==> config.mk <==
export PLATFORM = sky130hd
export DESIGN_NAME = lsp_lifting_pe
export DESIGN_NICKNAME = d
export VERILOG_FILES = /design/src/rtl/lsp_pkg.sv /design/src/rtl/lsp_tap_line.sv /design/src/rtl/lsp_mac.sv /design/src/rtl/lsp_lifting_pe.sv
export SDC_FILE = /design/constraint.sdc
export NUM_CORES = 1
export LEC_CHECK = 0
export ABC_AREA = 1
export BUFFER_PORTS_ARGS = -buffer_cell sky130_fd_sc_hd__buf_2
export CAP_MARGIN = 20
export CORE_MARGIN = 5
export CORE_UTILIZATION = 50
export CTS_CLUSTER_DIAMETER = 120
export DETAILED_ROUTE_END_ITERATION = 10
export PLACE_DENSITY = 0.67
export SYNTH_ARGS = -nofsm -noshare
export SYNTH_HDL_FRONTEND = slang
export SYNTH_HIERARCHICAL = 1
export SYNTH_SLANG_ARGS = --single-unit
==> constraint.sdc <==
create_clock -name clk -period 15.4 [get_ports clk]
set_clock_uncertainty 0.05 [all_clocks]
set_input_delay 1.54 -clock clk [delete_from_list [all_inputs] [get_ports clk]]
set_output_delay 1.54 -clock clk [all_outputs]
set_load 0.01 [all_outputs]
==> src/rtl/lsp_pkg.sv <==
package lsp_pkg;

  typedef enum logic [1:0] {
    LSP_BYPASS  = 2'd0,
    LSP_PREDICT = 2'd1,
    LSP_UPDATE  = 2'd2,
    LSP_NORM    = 2'd3
  } lsp_mode_e;

endpackage

==> src/rtl/lsp_tap_line.sv <==
// Shift register of lane samples; entry 0 is the newest accepted sample.
module lsp_tap_line #(
  parameter int W     = 16,
  parameter int DEPTH = 8
) (
  input  logic                      clk,
  input  logic                      rst_n,
  input  logic                      shift,
  input  logic [W-1:0]              din,
  output logic [DEPTH-1:0][W-1:0]   taps
);

  always_ff @(posedge clk or negedge rst_n) begin
    if (!rst_n) begin
      taps <= '0;
    end else if (shift) begin
      taps[0] <= din;
      for (int i = 1; i < DEPTH; i++) taps[i] <= taps[i-1];
    end
  end

  AST_LINE_HOLD: assert property (@(posedge clk) disable iff (!rst_n)
    !shift |=> $stable(taps));

endmodule

==> src/rtl/lsp_mac.sv <==
// One multiplier and one adder, each time-shared by the sequencer in the top.
module lsp_mac #(
  parameter int DW   = 16,
  parameter int CW   = 16,
  parameter int FRAC = 8,
  localparam int PW  = DW + CW,
  localparam int SW  = PW + 2
) (
  input  logic                  clk,
  input  logic                  rst_n,
  input  logic signed [CW-1:0]  mul_c,
  input  logic signed [DW-1:0]  mul_x,
  input  logic signed [SW-1:0]  add_base,
  output logic signed [PW-1:0]  prod_now,
  output logic signed [PW-1:0]  prod_q,
  output logic signed [SW-1:0]  sum
);

  logic signed [PW-1:0] c_ext;
  logic signed [PW-1:0] x_ext;
  logic signed [PW-1:0] scaled;

  assign c_ext    = PW'(mul_c);
  assign x_ext    = PW'(mul_x);
  assign prod_now = c_ext * x_ext;

  always_ff @(posedge clk or negedge rst_n) begin
    if (!rst_n) prod_q <= '0;
    else        prod_q <= prod_now;
  end

  assign scaled = prod_q >>> FRAC;
  assign sum    = add_base + SW'(scaled);

endmodule

==> src/rtl/lsp_lifting_pe.sv <==
module lsp_lifting_pe
  import lsp_pkg::*;
#(
  parameter int DW        = 16,
  parameter int CW        = 16,
  parameter int FRAC      = 8,
  parameter int TAP_DEPTH = 8,
  parameter int FUT_MAX   = 3,
  localparam int TAPW     = (TAP_DEPTH > 1) ? $clog2(TAP_DEPTH) : 1,
  localparam int FW       = (FUT_MAX > 0) ? $clog2(FUT_MAX + 1) : 1
) (
  input  logic            clk,
  input  logic            rst_n,
  input  logic [1:0]      cfg_mode,
  input  logic [CW-1:0]   cfg_c1,
  input  logic [CW-1:0]   cfg_c2,
  input  logic [TAPW-1:0] cfg_tap_p,
  input  logic [TAPW-1:0] cfg_tap_q,
  input  logic [FW-1:0]   cfg_fut,
  input  logic            in_valid,
  output logic            in_ready,
  input  logic [DW-1:0]   in_even,
  input  logic [DW-1:0]   in_odd,
  output logic            out_valid,
  output logic [DW-1:0]   out_even,
  output logic [DW-1:0]   out_odd
);

  localparam int REF_DEPTH = FUT_MAX + 1;
  localparam int X_DEPTH   = (TAP_DEPTH > REF_DEPTH) ? TAP_DEPTH : REF_DEPTH;
  localparam int PW        = DW + CW;
  localparam int SW        = PW + 2;

  lsp_mode_e mode;
  logic is_norm, is_byp, is_pred;
  assign mode    = lsp_mode_e'(cfg_mode);
  assign is_norm = (mode == LSP_NORM);
  assign is_byp  = (mode == LSP_BYPASS);
  assign is_pred = (mode == LSP_PREDICT);

  // Slot phase: a pair may enter only on every other cycle.
  logic ph;
  logic fire;
  always_ff @(posedge clk or negedge rst_n) begin
    if (!rst_n) ph <= 1'b0;
    else        ph <= ~ph;
  end
  assign in_ready = ~ph;
  assign fire     = in_valid & in_ready;

  // Lane routing: reference lane and history lane.
  logic [DW-1:0] ref_in, x_in;
  assign ref_in = is_pred ? in_odd  : in_even;
  assign x_in   = is_pred ? in_even : in_odd;

  logic [REF_DEPTH-1:0][DW-1:0] ref_taps;
  logic [X_DEPTH-1:0][DW-1:0]   x_taps;

  lsp_tap_line #(.W(DW), .DEPTH(REF_DEPTH)) u_ref_line (
    .clk(clk), .rst_n(rst_n), .shift(fire), .din(ref_in), .taps(ref_taps)
  );

  lsp_tap_line #(.W(DW), .DEPTH(X_DEPTH)) u_x_line (
    .clk(clk), .rst_n(rst_n), .shift(fire), .din(x_in), .taps(x_taps)
  );

  // Effective selects: normalization forces taps to zero; bypass/normalize ignore f.
  logic [TAPW-1:0] p_eff, q_eff;
  logic [FW-1:0]   f_lim, f_eff;
  assign p_eff = is_norm ? '0 : cfg_tap_p;
  assign q_eff = is_norm ? '0 : cfg_tap_q;
  assign f_lim = (cfg_fut > FW'(FUT_MAX)) ? FW'(FUT_MAX) : cfg_fut;
  assign f_eff = (is_norm | is_byp) ? '0 : f_lim;

  // Valid chain: v0 = first multiply cycle, v1 = second multiply / first add, v2 = second add.
  logic v0, v1, v2;
  always_ff @(posedge clk or negedge rst_n) begin
    if (!rst_n) begin
      v0 <= 1'b0; v1 <= 1'b0; v2 <= 1'b0;
    end else begin
      v0 <= fire; v1 <= v0; v2 <= v1;
    end
  end

  // Shared multiplier / adder operand selection.
  logic signed [CW-1:0] mul_c;
  logic signed [DW-1:0] mul_x;
  logic signed [SW-1:0] add_base;
  logic signed [SW-1:0] acc;
  logic signed [PW-1:0] prod_now, prod_q;
  logic signed [SW-1:0] sum;

  assign mul_c    = v0 ? $signed(cfg_c1) : $signed(cfg_c2);
  assign mul_x    = v0 ? $signed(is_norm ? ref_taps[0] : x_taps[p_eff])
                       : $signed(x_taps[q_eff]);
  assign add_base = v1 ? SW'($signed(ref_taps[f_eff])) : acc;

  lsp_mac #(.DW(DW), .CW(CW), .FRAC(FRAC)) u_mac (
    .clk(clk), .rst_n(rst_n),
    .mul_c(mul_c), .mul_x(mul_x), .add_base(add_base),
    .prod_now(prod_now), .prod_q(prod_q), .sum(sum)
  );

  logic [DW-1:0] pass_r, byp_r;
  always_ff @(posedge clk or negedge rst_n) begin
    if (!rst_n) begin
      pass_r <= '0; byp_r <= '0; acc <= '0;
    end else begin
      if (v0) begin
        pass_r <= x_taps[f_eff];
        byp_r  <= ref_taps[0];
      end
      if (v1) acc <= sum;
    end
  end

  // Output registers.
  always_ff @(posedge clk or negedge rst_n) begin
    if (!rst_n) begin
      out_valid <= 1'b0;
      out_even  <= '0;
      out_odd   <= '0;
    end else begin
      out_valid <= is_norm ? v1 : v2;
      if (is_norm && v1) begin
        out_even <= DW'(prod_q >>> FRAC);
        out_odd  <= DW'(prod_now >>> FRAC);
      end else if (!is_norm && v2) begin
        case (mode)
          LSP_PREDICT: begin out_even <= pass_r; out_odd <= sum[DW-1:0]; end
          LSP_UPDATE:  begin out_even <= sum[DW-1:0]; out_odd <= pass_r; end
          default:     begin out_even <= byp_r; out_odd <= pass_r; end
        endcase
      end
    end
  end

  AST_READY_ALT: assert property (@(posedge clk) disable iff (!rst_n)
    in_ready |=> !in_ready);

  AST_PULSE_SPACED: assert property (@(posedge clk) disable iff (!rst_n)
    out_valid |=> !out_valid);

  AST_STEP_LATENCY: assert property (@(posedge clk) disable iff (!rst_n)
    (!is_norm && $past(fire, 4)) |-> out_valid);

  AST_NORM_LATENCY: assert property (@(posedge clk) disable iff (!rst_n)
    (is_norm && $past(fire, 3)) |-> out_valid);

  AST_BYPASS_SAME: assert property (@(posedge clk) disable iff (!rst_n)
    (is_byp && out_valid) |-> (out_even == $past(in_even, 4) && out_odd == $past(in_odd, 4)));

  AST_OUT_HOLD: assert property (@(posedge clk) disable iff (!rst_n)
    !out_valid |-> ($stable(out_even) && $stable(out_odd)));

endmodule

# --- Word-level counts from Yosys, hierarchy flattened ---
# Index checks and enable logic that the tools add are counted.
op_classes:
  n_reduce_logical: 5
  multipliers: 1
  add_sub_neg: 1
  mux: 25
  n_eq_ne: 3
  magnitude_cmp: 5
  n_bitwise: 3
ops:
  columns: ["op", "n"]
  rows:
  - ["16-bit 2-to-1 mux", 14]
  - ["16-bit binary-select mux with 3-bit select", 2]
  - ["16-bit binary-select mux with 2-bit select", 2]
  - ["34-bit by 24-bit adder with 34-bit output", 1]
  - ["34-bit 2-to-1 mux", 1]
  - ["16-bit by 16-bit multiplier with 32-bit output", 1]
  - ["16-bit one-hot mux with 2 select lines", 1]
  - ["3-bit by 4-bit < comparator with 1-bit output, second input constant", 2]
  - ["3-bit 2-to-1 mux", 2]
  - ["2-bit == test, second input constant", 2]
  - ["2-bit by 4-bit < comparator with 1-bit output, second input constant", 1]
  - ["2-bit 2-to-1 mux", 2]
  - ["2-bit by 3-bit < comparator with 1-bit output, second input constant", 1]
  - ["2-bit by 1-bit == test with 1-bit output, second input constant", 1]
  - ["2-bit greater-than comparator, second input constant", 1]
  - ["1-bit logical AND", 2]
  - ["2-bit logical NOT", 1]
  - ["2-bit nonzero test", 1]
  - ["1-bit bitwise AND", 1]
  - ["1-bit logical NOT", 1]
  - ["1-bit 2-to-1 mux", 1]
  - ["1-bit NOT", 1]
  - ["1-bit bitwise OR", 1]
word_totals:
  input_bits: 77
  word_cells: 66
  regBits: 327
  output_inout_bits: 34

# --- Logic depth before layout (Yosys ltp) ---
depth:
  word_depth: 10
  depth_mapped: 41
  depth_no_buf: 38

# --- Modules after synthesis ---
# The synthesis kept the hierarchy.
modules_own_cells:
  columns: ["mod", "seq_area_each_um2", "cells_each", "area_each_um2", "n_inst"]
  rows:
  - ["lsp_mac", 800.8, 1901, 13765.7, 1]
  - ["lsp_lifting_pe", 2577.5, 1732, 9560.4, 1]
  - ["lsp_tap_line (u_x_line)", 3203.1, 541, 4959.8, 1]
  - ["lsp_tap_line (u_ref_line)", 1601.5, 270, 2446.1, 1]

# --- Least setup slack after synthesis ---
# Ideal clock, no wire load.
synth_path:
  path_kind: "in2reg"
  from: "input cfg_mode[0]"
  to: "register out_odd[12]"
  setup_ns: 0.127
  slack_ns: 7.515
  t_arrival_ns: 7.708
  stages: 33
  cell_sequence: "ha_1 buf_2 nor2_1 buf_4 nand2_1 nand3_1 nand2_1 inv_1 clkbuf_1 clkbuf_1 nand2_1 fa_1 fa_1 inv_1 fa_1 inv_1 fa_1 inv_1 fa_1 inv_1 fa_1 inv_1 ha_1 a21oi_1 o21ai_1 a21oi_1 nand2_2 nand2_1 nand2_1 nand2_1 nand2_1 a21oi_1 o21ai_0"
synth_between:
  elab_cells_between_ends: 25
  classes_between: "1 x add/sub; 1 x mul; 2 x eq/ne; 15 x mux; 1 x bitwise; 5 x reduce/logical"
synth_rtl:
  columns: ["item", "line_no", "text"]
  rows:
  - ["from (decl)", "lsp_lifting_pe.sv:14", "input logic [1:0] cfg_mode,"]
  - ["2-bit == test (*)", "lsp_lifting_pe.sv:37", "assign is_norm = (mode == LSP_NORM);"]
  - ["3-bit 2-to-1 mux", "lsp_lifting_pe.sv:70", "assign p_eff = is_norm ? '0 : cfg_tap_p;"]
  - ["16-bit binary-select mux with 3-bit select", "lsp_lifting_pe.sv:94", "assign mul_x = v0 ? $signed(is_norm ? ref_taps[0] : x_taps[p_eff])"]
  - ["16-bit 2-to-1 mux (not written as such)", "lsp_lifting_pe.sv:94", null]
  - ["16-bit 2-to-1 mux", "lsp_lifting_pe.sv:94", null]
  - ["16-bit 2-to-1 mux (*)", "lsp_lifting_pe.sv:94", null]
  - ["net mul_x[1]", "lsp_lifting_pe.sv:87", "logic signed [DW-1:0] mul_x;"]
  - ["16-bit by 16-bit multiplier with 32-bit output (*)", "lsp_mac.sv:25", "assign prod_now = c_ext * x_ext;"]
  - ["net prod_now[20]", "lsp_lifting_pe.sv:90", "logic signed [PW-1:0] prod_now, prod_q;"]
  - ["16-bit 2-to-1 mux (*)", "lsp_lifting_pe.sv:125", "if (is_norm && v1) begin"]
  - ["to (signal assigned)", "lsp_lifting_pe.sv:127", "out_odd <= DW'(prod_now >>> FRAC);"]
  - ["to (signal assigned)", "lsp_lifting_pe.sv:130", "LSP_PREDICT: begin out_even <= pass_r; out_odd <= sum[DW-1:0]; end"]
  - ["to (signal assigned)", "lsp_lifting_pe.sv:131", "LSP_UPDATE: begin out_even <= sum[DW-1:0]; out_odd <= pass_r; end"]
  - ["to (decl)", "lsp_lifting_pe.sv:26", "output logic [DW-1:0] out_odd"]
# Mark *: on every way through the listed nets, which the timed path passes. The rest lies on a longest branch. The select of a mux whose other input is x is not followed.
# A chain may end at the register's enable or synchronous reset.

# --- Worst setup path after layout ---
# Same ends and word-level chain as after synthesis.

==> metrics <==
vias in the first global route about 22,000; Fmax 0.107 GHz; syn avg cell area about 7.0 um^2; Core Area a little over 50,000 um^2; clk buf depth 3; IO Pins 111; Mapped Area roughly 25,000 um^2; synth warn 6; DP HPWL 51.6 mm; Slew @ Worst Pin about 0.99 ns; Pins Over Slew Limit 0; unrepaired setup endpoints after global routing false; clock root cell clkbuf_16; status finished, final reports clean; CTS H-Tree Depth 2; Routed Antenna Nets 0; power per cell area 274 nW/um^2; share of cells above drive strength 1 6.45%; fillcell total ~5,000; Fin. Hold Viols 0; hold_sp u_x_line/taps[121]; DR WL/cell 17.3 um; vias post-DR 22,600; Final Setup Violations 0; crit path max fanout 69; Startpoint Class primary input; clk_lat worst skew 0.57 ns; Hold Crit Depth 2; max cap viols 0; Hold Crit Class reg -> reg; CTS buffer count 35; setup bufs post-CTS 0; Post-CTS Hold Buffers 0; start point of the critical path cfg_mode[0]; Global Route Usage Sum 26.7%; drt pass-1 iters 6; Iteration-0 DRC Markers 2,157; Chip Height 236 um; die width 236 um; Synth Instances 3,666; cell mode on critical path nand2_1; global-route wire length before repair 121 mm; Area growth syn-to-layout 6.13%; FF-to-FF End out_odd[13]; post-layout util roughly 54%; P_leak ~0.016 uW; Slew HR 34.2%; Nets 3,994; Total Wirelength ~75 mm; final period utilization about 61%; starting density of the core 50.7%; Via-to-Cell Ratio ~5.2; # DRC 0; GP Congestion between 0.9 and 1; TritonCTS clock tree done; row count 82; TritonCTS sink count 293; clock slew seen by the registers of the worst setup and hold paths 0.06 ns; initial antenna violation count 0; global route overflow 0; maximum VDD drop 0.000477 V; critical path class in -> reg; min Tclk post-route 9.34 ns; TNS Setup 0 ns; CP endpoint kind flip-flop; critical path's slowest cell buf_4; r2r worst-path depth 28; Syn Nets 4,035; CP Data Arrival Time slightly below 10 ns; Resize count post-CTS 0; Die Area around 56,000 um^2; delay of the slowest critical-path stage 0.56 ns; Worst R2R Setup Slack 7.38 ns; WHS Endpoint u_x_line/taps[121]; # diodes 0; largest net degree at the start of global routing between 150 and 200; IO Port Bufs 110; FF-to-FF Start v0; CP Data Required Time 15.76 ns
## power by group
part | internal [uW] | leakage, uW | total [uW] | switching, uW
clock | 481 | 0.000547 | 818 | 337
sequential | 996 | 0.00373 | 1130 | 132
combinational | 1970 | 0.0114 | 5480 | 3510
total | 3440 | 0.0156 | 7420 | 3980
## flip-flops by register name (all words and copies together), names as in the netlist, 16 cells and up
register	cells
out_even	16
u_ref_line/taps	64
acc	16
byp_r	16
out_odd	16
u_mac/prod_q	16
u_x_line/taps	128
pass_r	16
## final cells by class
cell class                 instances  area (um^2)  area share (%)
tap                              672          841            3.11
multi-input combinational       2591        14800            54.8
clock inverter                    11          131           0.486
timing repair buffer             138          796            2.94
sequential                       293         7330            27.1
clock buffer                      46          978            3.62
inverter                         566         2130            7.88
## worst max-delay path by stage
stage / cells after the start / endpoint
floorplan: 33 / out_odd[12]
global placement: 32 / out_odd[13]
detailed placement: 32 / out_odd[13]
CTS: 32 / out_odd[13]
global route: 32 / out_odd[13]
finish: 39 / out_odd[12]
## critical path: cells and delay by family
kind	cells	cell delay, ns
adders and majority gates	8	3.48
buffers and inverters	13	2.15
and+or+nand+nor	13	1.72
AOI/OAI and AO/OA	5	0.76
## layout by cell type (no fill, tap or decap), types with 2 or more instances in the layout
master and count:
o211ai_1 12, nand4_1 4, buf_12 2, buf_4 26
fa_1 199, clkbuf_16 36, nor2_1 209, buf_2 109
clkbuf_8 4, nand3_1 234, o21a_1 2, nand3_2 4
nor2_4 4, or2_1 3, ha_1 92, nor3_2 2
clkinv_4 3, inv_2 8, inv_4 2, o221ai_1 4
nor2_2 5, o21ai_1 15, clkinv_2 4, a21o_1 2
xor2_1 25, dfrtp_1 292, a21oi_2 2, a211oi_1 5
o22ai_1 27, clkbuf_1 6, nand2_2 14, bufinv_16 2
a21oi_1 71, inv_1 555, o21ai_0 145, nand2_1 1502
## stage by stage
stage	area (um^2)	total power, uW	setup slack, ns	instances	hold WS (ns)
2_1_floorplan	25500	5110	7.57	3666	0.302
3_3_place_gp	25900	6430	5.67	4259	0.399
3_5_place_dp	25900	6520	5.61	4259	0.405
4_1_cts	27000	7370	6.15	4316	0.422
5_1_grt	27000	8280	5.44	4317	0.438
6_report	27000	7420	6.06	4317	0.416
## routing by layer
metal	share of wire (%)	vias to the layer above	routed length [um]	GRT usage, %
met5	0	-	0	0
met4	3.9	0	2900	9.59
met3	8.6	128	6420	4.69
met2	44	922	32700	40.2
met1	44	10700	32600	39.0
li1	-	10900	-	-
Note: power is estimated with default switching activity, not from simulation.
